==> config.mk <==
export PLATFORM = sky130hd
export DESIGN_NAME = flash_status_unit
export DESIGN_NICKNAME = d
export VERILOG_FILES = /design/src/rtl/fsu_pkg.sv /design/src/rtl/fsu_op_tracker.sv /design/src/rtl/fsu_overlay.sv /design/src/rtl/flash_status_unit.sv
export SDC_FILE = /design/constraint.sdc
export NUM_CORES = 1
export LEC_CHECK = 0
export CAP_MARGIN = 15
export CORE_MARGIN = 2
export CORE_UTILIZATION = 43
export DETAILED_ROUTE_END_ITERATION = 10
export PLACE_DENSITY = 0.92
export SLEW_MARGIN = 20
export SYNTH_ARGS = -nofsm -noshare
export SYNTH_HDL_FRONTEND = slang
export SYNTH_SLANG_ARGS = --single-unit
==> constraint.sdc <==
create_clock -name clk -period 4 [get_ports clk]
set_input_delay 0.6 -clock clk [delete_from_list [all_inputs] [get_ports clk]]
set_output_delay 0.6 -clock clk [all_outputs]
set_load 0.1 [all_outputs]
==> src/rtl/fsu_pkg.sv <==
// Shared types and bit positions for the flash status register unit.
// Assumes a 16-bit status word: result flags in the low byte, phase in the high byte.
package fsu_pkg;
    localparam int WORD_W  = 16;
    localparam int PHASE_W = WORD_W / 2;

    localparam int B_READY    = 7;
    localparam int B_ERS_SUSP = 6;
    localparam int B_ERS_FAIL = 5;
    localparam int B_PGM_FAIL = 4;
    localparam int B_PGM_SUSP = 2;
    localparam int B_LOCK     = 1;

    typedef enum logic [1:0] {
        OP_IDLE = 2'd0,
        OP_RUN  = 2'd1,
        OP_SUSP = 2'd2
    } op_state_t;

    typedef struct packed {
        logic ers_fail;
        logic pgm_fail;
        logic lock_err;
    } result_t;
endpackage

==> src/rtl/fsu_op_tracker.sv <==
// Tracks the embedded operation (idle, running, suspended), its kind, and the
// sticky result flags. Assumes the engine's event pulses last one cycle.
// Events that do not fit the current state or kind are ignored.
module fsu_op_tracker
    import fsu_pkg::*;
(
    input  logic      clk,
    input  logic      rst_n,
    input  logic      op_start,
    input  logic      op_erase,
    input  logic      op_done,
    input  logic      op_fail,
    input  logic      susp_pgm,
    input  logic      susp_ers,
    input  logic      resume_pgm,
    input  logic      resume_ers,
    input  logic      lock_viol,
    input  logic      clr,
    output op_state_t state_o,
    output logic      is_erase_o,
    output result_t   res_o
);
    op_state_t state_q;
    logic      erase_q;
    result_t   res_q;

    logic    susp_hit;
    logic    resume_hit;
    logic    done_hit;
    result_t res_set;

    // Decode which events apply to the current operation.
    always_comb begin
        done_hit   = (state_q == OP_RUN) && op_done;
        susp_hit   = (state_q == OP_RUN) && !op_done &&
                     (erase_q ? susp_ers : susp_pgm);
        resume_hit = (state_q == OP_SUSP) && (erase_q ? resume_ers : resume_pgm);
        res_set.ers_fail = done_hit && op_fail && erase_q;
        res_set.pgm_fail = done_hit && op_fail && !erase_q;
        res_set.lock_err = lock_viol;
    end

    // Operation state and kind register.
    always_ff @(posedge clk) begin
        if (!rst_n) begin
            state_q <= OP_IDLE;
            erase_q <= 1'b0;
        end else begin
            unique case (state_q)
                OP_IDLE: if (op_start) begin
                    state_q <= OP_RUN;
                    erase_q <= op_erase;
                end
                OP_RUN: begin
                    if (done_hit)      state_q <= OP_IDLE;
                    else if (susp_hit) state_q <= OP_SUSP;
                end
                OP_SUSP: if (resume_hit) state_q <= OP_RUN;
                default: state_q <= OP_IDLE;
            endcase
        end
    end

    // Sticky result flags: clear first, then any new set wins.
    always_ff @(posedge clk) begin
        if (!rst_n) res_q <= '0;
        else        res_q <= (clr ? result_t'('0) : res_q) | res_set;
    end

    assign state_o    = state_q;
    assign is_erase_o = erase_q;
    assign res_o      = res_q;
endmodule

==> src/rtl/fsu_overlay.sv <==
// One-shot read overlay. A status-read command arms it for one sector. The
// first read that hits that sector consumes it. Any other command disarms it.
module fsu_overlay #(
    parameter int SECT_W = 8
) (
    input  logic              clk,
    input  logic              rst_n,
    input  logic              arm,
    input  logic              disarm_cmd,
    input  logic [SECT_W-1:0] arm_sect,
    input  logic              rd_req,
    input  logic [SECT_W-1:0] rd_sect,
    output logic              hit_o,
    output logic              armed_o
);
    logic              armed_q;
    logic [SECT_W-1:0] sect_q;

    // A read hits when the overlay is armed and the sector matches.
    assign hit_o = armed_q && rd_req && (sect_q == rd_sect);

    // Arm, consume and disarm the overlay; the arm command takes priority.
    always_ff @(posedge clk) begin
        if (!rst_n) begin
            armed_q <= 1'b0;
            sect_q  <= '0;
        end else if (arm) begin
            armed_q <= 1'b1;
            sect_q  <= arm_sect;
        end else if (disarm_cmd || hit_o) begin
            armed_q <= 1'b0;
        end
    end

    assign armed_o = armed_q;
endmodule

==> src/rtl/flash_status_unit.sv <==
// Top of the status register unit. Builds the 16-bit status word from the
// operation tracker and the phase code, and returns it for one overlay hit or
// array data otherwise. Assumes command strobes and event pulses last one cycle.
module flash_status_unit
    import fsu_pkg::*;
#(
    parameter int SECT_W = 8
) (
    input  logic                clk,
    input  logic                rst_n,
    input  logic                cmd_stat_rd,
    input  logic                cmd_clr_stat,
    input  logic                cmd_other,
    input  logic [SECT_W-1:0]   cmd_sect,
    input  logic                op_start,
    input  logic                op_erase,
    input  logic                op_done,
    input  logic                op_fail,
    input  logic                susp_pgm,
    input  logic                susp_ers,
    input  logic                resume_pgm,
    input  logic                resume_ers,
    input  logic                lock_viol,
    input  logic [PHASE_W-1:0]  phase_code,
    input  logic                rd_req,
    input  logic [SECT_W-1:0]   rd_sect,
    input  logic [WORD_W-1:0]   arr_data,
    output logic                rd_valid,
    output logic [WORD_W-1:0]   rd_data
);
    op_state_t         op_state;
    logic              op_is_erase;
    result_t           res;
    logic              ov_hit;
    logic              ov_armed;
    logic [WORD_W-1:0] stat_word;

    fsu_op_tracker u_track (
        .clk        (clk),
        .rst_n      (rst_n),
        .op_start   (op_start),
        .op_erase   (op_erase),
        .op_done    (op_done),
        .op_fail    (op_fail),
        .susp_pgm   (susp_pgm),
        .susp_ers   (susp_ers),
        .resume_pgm (resume_pgm),
        .resume_ers (resume_ers),
        .lock_viol  (lock_viol),
        .clr        (cmd_clr_stat),
        .state_o    (op_state),
        .is_erase_o (op_is_erase),
        .res_o      (res)
    );

    fsu_overlay #(.SECT_W(SECT_W)) u_ovl (
        .clk        (clk),
        .rst_n      (rst_n),
        .arm        (cmd_stat_rd),
        .disarm_cmd (cmd_clr_stat || cmd_other),
        .arm_sect   (cmd_sect),
        .rd_req     (rd_req),
        .rd_sect    (rd_sect),
        .hit_o      (ov_hit),
        .armed_o    (ov_armed)
    );

    // Build the status word; the low flags are shown only when ready.
    always_comb begin
        stat_word = '0;
        if (op_state == OP_RUN) begin
            stat_word[WORD_W-1:PHASE_W] = phase_code;
        end else begin
            stat_word[B_READY]    = 1'b1;
            stat_word[B_ERS_SUSP] = (op_state == OP_SUSP) && op_is_erase;
            stat_word[B_PGM_SUSP] = (op_state == OP_SUSP) && !op_is_erase;
            stat_word[B_ERS_FAIL] = res.ers_fail;
            stat_word[B_PGM_FAIL] = res.pgm_fail;
            stat_word[B_LOCK]     = res.lock_err;
        end
    end

    // Register the read response one cycle after the request.
    always_ff @(posedge clk) begin
        if (!rst_n) begin
            rd_valid <= 1'b0;
            rd_data  <= '0;
        end else begin
            rd_valid <= rd_req;
            if (rd_req) rd_data <= ov_hit ? stat_word : arr_data;
        end
    end
endmodule

Yosys cells after proc, flatten, opt, wreduce, memory -nomap -nowiden. Cells that the tools add are included.

Memories: 0. Bits in latches: 0. Memory bits (read-only): 0. RAM bits: 0. Register bits after elaboration: 32.

Reductions and logical operators: 19. Add/subtract/negate cells: 0. Mux-type cells: 14. Divide/modulo/power cells: 0. Shifts and indexed selects: 0. Multiply operators: 0. Equal/unequal tests: 6. Magnitude comparators: 0. Bitwise operators: 1.

Operators with widths (number): 2-to-1 mux 16 bit (1); logical AND 1 bit (11); 2-to-1 mux 2 bit (5); equality test 8 bit (1); 2-to-1 mux 8 bit (1); one-hot mux 2 bit (3 select lines) (1); 2-to-1 mux 1 bit (4); 2-to-1 mux 4 bit (1); 2-to-1 mux 3 bit (1); != test 3 x 1 -> 1 bit (second input constant) (1); bitwise OR 3 bit (1); AND reduction 3 bit (1); equality test 2 x 1 -> 1 bit (second input constant) (1); equality test 2 bit (second input constant) (1); zero test 1 bit (2); zero test 2 bit (1); logical OR 1 bit (2); != test 2 x 1 -> 1 bit (second input constant) (1); != test 2 bit (second input constant) (1); AND reduction 2 bit (1); nonzero test 2 bit (1).

Longest topological paths before layout.
Depth in word-level cells: 6. Mapped depth: 6.

By module. From an unflattened synthesis, not the netlist that was laid out.

Cell total of the unflattened synthesis: 134. Area, all modules: 1426.4 um^2.

Modules (own cells, without submodules): flash_status_unit (area each 703.2 um^2, times used 1, cells each 63); fsu_overlay (area each 445.4 um^2, times used 1, cells each 42); fsu_op_tracker (area each 277.8 um^2, times used 1, cells each 29).

Worst setup path after synthesis. OpenSTA, ideal clock, no wires.

Path kind: in2reg. Start point: in rd_sect[5]. End point: reg rd_data[2]. Library setup time: 75 ps. Slack: 2047 ps. Arrival time: 1879 ps. Cell stages on the path: 5. Data required time: 3925 ps. Cells stage by stage: xor2_1 nor4_4 nand3_4 or4b_1 a31oi_1.

Longest elaborated chain between the ends: 3.

Ends and longest elaborated chain: start, declared (line flash_status_unit.sv:26) `input logic [SECT_W-1:0] rd_sect,`; equality test 8 bit (line fsu_overlay.sv:20) `assign hit_o = armed_q && rd_req && (sect_q == rd_sect);`; logical AND 1 bit (line fsu_overlay.sv:20); 2-to-1 mux 16 bit (line flash_status_unit.sv:90) `if (rd_req) rd_data <= ov_hit ? stat_word : arr_data;`; end signal, assigned (line flash_status_unit.sv:90); end, declared (line flash_status_unit.sv:29) `output logic [WORD_W-1:0] rd_data`.

No other way between the ends. A chain may end at the register's enable or synchronous reset.

Worst setup path after layout.
Start point: reg rd_data[12]. End point: out rd_data[12].

No word-level cell between the ends.

==> results.md <==
Global route:
- Entering global routing, the biggest net connects 35 pins.
- The global route total overflow is 0.
- The initial antenna violation count is 0.
- The via count of the first global-routing pass came to 1449.
- The global-route total usage across every layer is about a fifth.
- The first global-routing pass estimated between 6000 and 7000 um of wire.

Logic synthesis:
- The cell count after synthesis is 163.
- The count of different cell masters after synthesis is 34.
- In this run the cell area of the synthesized design comes to between 1000 and 1500 um^2.
- After synthesis the netlist holds a flip-flop and latch count of 32.
- Sorting the synthesized cells by area gives the leading types as dfxtp_1 43%, mux2i_1 6.7%, a31oi_1 5.9%.
- After synthesis, flip-flops and latches occupy around 43% of the total area.
- Of the post-synthesis cell area, the dominant cell type holds 42.9%.
- For this run, the number of Yosys warnings is 0.
- Of all cell types, the one taking the most synthesized area is dfxtp_1.
- Each instance of the synthesized netlist takes up on average 9.17 um^2.
- Counting every net in the synthesized netlist gives 218.

Power and ir drop:
- The ratio of total power to cell area is 341 nW/um^2.
- The leakage power figure is 0.000871 uW.
- The worst voltage drop across the vdd grid is 214 uV.

CTS:
- The clock transition at the registers of the reported paths is 0.10 ns.
- CTS saw 32 sinks.
- The number of buffers inserted for hold repair after clock tree synthesis is 0.
- The number of buffers inserted by post-CTS setup repair is 0.
- The worst-case clock buffer depth is 2.
- In this run, post-CTS repair resized a total of 0 instances.
- The H-tree generated during clock tree synthesis spans 2 levels.
- The tree is rooted in a clkbuf_4.
- Clock latency on the worst-skew pair, taken at its later pin, is 0.33 ns.
- The clock tree from TritonCTS is yes.
- Buffers inserted during clock tree synthesis total 5.

Setup path:
- STA classifies the critical path startpoint as a flop.
- The worst setup path is captured at an output port.
- The data required time of the worst path is ~3.4 ns.
- The cell with the largest stage delay on the worst path is clkdlybuf4s50_1.
- Setup slack on the worst reg-to-reg path comes out at 2.09 ns.
- STA puts the critical path data arrival time at 1.82 ns.
- The critical path is of the flop to output port type.
- The dominant delay contributor by cell family on the critical path is buffers and inverters.
- The highest cell delay on the worst timing path is roughly 1.1 ns.
- The peak fanout along the critical path is 2.
- The critical path goes through clkdlybuf4s50_1.
- The number of buffers and inverters on the critical path is 1.

Finish:
- The filler cell count in the final layout is 269.
- The final antenna diode count is 0.
- The layout overhead on the synthesized area is 51.2%.
- For this run, the post-layout net count is 286.
- Once layout is done, the placed cells without fillers occupy 2260 um^2.
- The library cell used most frequently in the layout, excluding fill and tap cells, is clkdlybuf4s50_1.
- Leaving out fill and tap cells, the most frequent cells in the layout are 71 x clkdlybuf4s50_1, 32 x dfxtp_1, 16 x nand3_1, 14 x nand2_1, 14 x a31oi_1.
- In the final layout, the share of cells above drive strength 1 is 6.47%.
- After the flow finishes, the layout carries non-filler instances totaling around 280.

Floorplan:
- After floorplanning, the core was divided into 21 placement rows.
- The die covers between 3000 and 4000 um^2.
- The core outline area is about 3300 um^2.
- The vertical die dimension is 62.9 um.
- The die outline width is 62.9 um.
- 72 I/O pins were placed.
- The effective utilization at floorplan is 44.8%.

Placement:
- The count of buffers inserted at the top-level ports is 71.
- The worst setup slack before clock tree synthesis is 1.39 ns.
- At the end of routability-driven placement, the weighted congestion stood at 0.791.
- The cell total after placement is 270.
- The post-detailed-placement cell area is 2200 um^2.

STA:
- Clock skew on the completed layout was measured at 0.00728 ns.
- The number of max-slew violations in the final report is 0.
- Setup repair after global routing left no endpoint under its margin.
- The total negative setup slack is 0 ns.
- The tightest hold path in the finished design has a slack of 0.484 ns.
- The worst setup margin is 1.58 ns.
- The worst pin sits at a relative slew slack of 34.0%.
- For the pin with the worst max-slew slack, the measured transition is 0.987 ns.
- Derived from the worst setup path, the maximum achievable clock frequency is 0.414 GHz.
- Setup violations remaining at the end of the flow were counted as 0.
- The count of endpoints failing hold in the final timing report was 0.
- The minimum clock period after layout is 2.42 ns.
- The final period utilization is 60.4%.

Routing:
- In the routed design, unresolved DRC markers number 0.
- The average vias per placed instance is about 5.
- The total wire length after detailed routing is 3550 um.
- The final route contains 1406 vias.
- In the final routed layout, each cell accounts on average for 12.8 um.
- After the first detailed-routing iteration, the DRC count stood at 143.
- For this run, the detailed router's first-pass iteration total came to 4.
- Once detail routing completed, the nets flagged for antenna violations numbered 0.

Worst hold path:
- The worst hold-check path type is flop to flop.

Run:
- The max-capacitance violation count is 0.

Outcome:
- The run finished with clean final reports.
[path summary, 6_finish.rpt]
check / from / endpoint / cells past startpoint
max: rd_data[12]$_SDFFE_PN0P_ / rd_data[12] / 1
min: u_track.res_o[0]$_SDFF_PN0_ / rd_data[1]$_SDFFE_PN0P_ / 2
max reg2reg: u_ovl.sect_q[5]$_SDFFE_PN0P_ / rd_data[2]$_SDFFE_PN0P_ / 5
min reg2reg: u_track.res_o[0]$_SDFF_PN0_ / rd_data[1]$_SDFFE_PN0P_ / 2
[metal layers]
layer | track usage, % | up-vias | part of all wire, %
met3 | 8.11 | 4 | 6.9
met4 | 4.44 | 0 | 0.85
li1 | - | 714 | -
met2 | 34.4 | 52 | 49
met1 | 22.7 | 636 | 44
met5 | 0 | - | 0
[power by group]
group | switching, uW | leakage [uW] | internal [uW] | total [uW]
clock network | 110 | 0.0000380 | 83.6 | 193
logic | 132 | 0.000568 | 92.7 | 225
registers | 12.9 | 0.000265 | 338 | 351
total | 254 | 0.000871 | 515 | 769
[kinds of logic after synthesis]
logic type	share of synthesized area (%)
simple gates	25.8
mux	7.45
xor+xnor	4.69
compound gates	14.1
buf+inv	5.11
flops	42.9
[flip-flops by register name, indices dropped and copies added (netlist names)]
| register | count |
|---|---|
| rd_data | 16 |
| u_ovl.sect_q | 8 |
| u_track.is_erase_o | 1 |
| u_ovl.armed_o | 1 |
| u_track.state_o | 2 |
| rd_valid | 1 |
| u_track.res_o | 3 |
[cell usage after synthesis, drive strengths merged]
library cell / number
dlygate4sd1: 1
nor3: 1
nor2: 5
nor4: 1
nand2: 14
o22ai: 1
and3: 2
nand4: 2
nand3b: 1
nand4b: 1
a31oi: 14
clkbuf: 7
nand3: 17
a22oi: 1
dfxtp: 32
nand2b: 4
clkdlybuf4s50: 1
o21a: 1
xnor2: 1
mux2: 1
a21oi: 1
o21ai: 13
mux2i: 10
buf: 2
o32ai: 1
a21boi: 3
or4b: 1
and2: 3
xor2: 7
inv: 1
nor2b: 13
[layout make-up]
cell class	count	area [um^2]	area share (%)
Multi-Input combinational cell	119	777	34.4
Timing Repair Buffer	72	718	31.8
Sequential cell	32	641	28.4
Tap cell	46	57.6	2.55
Clock buffer	6	51.3	2.27
Clock inverter	2	10.0	0.443
Inverter	1	3.75	0.166
[per-stage QoR]
step	total power [uW]	util, %
finish	769	67.7
floorplan	498	-
global placement	580	65.8
CTS	777	67.7
detailed placement	584	65.8
global route	811	67.7
Note: power is estimated with default switching activity, not from simulation.
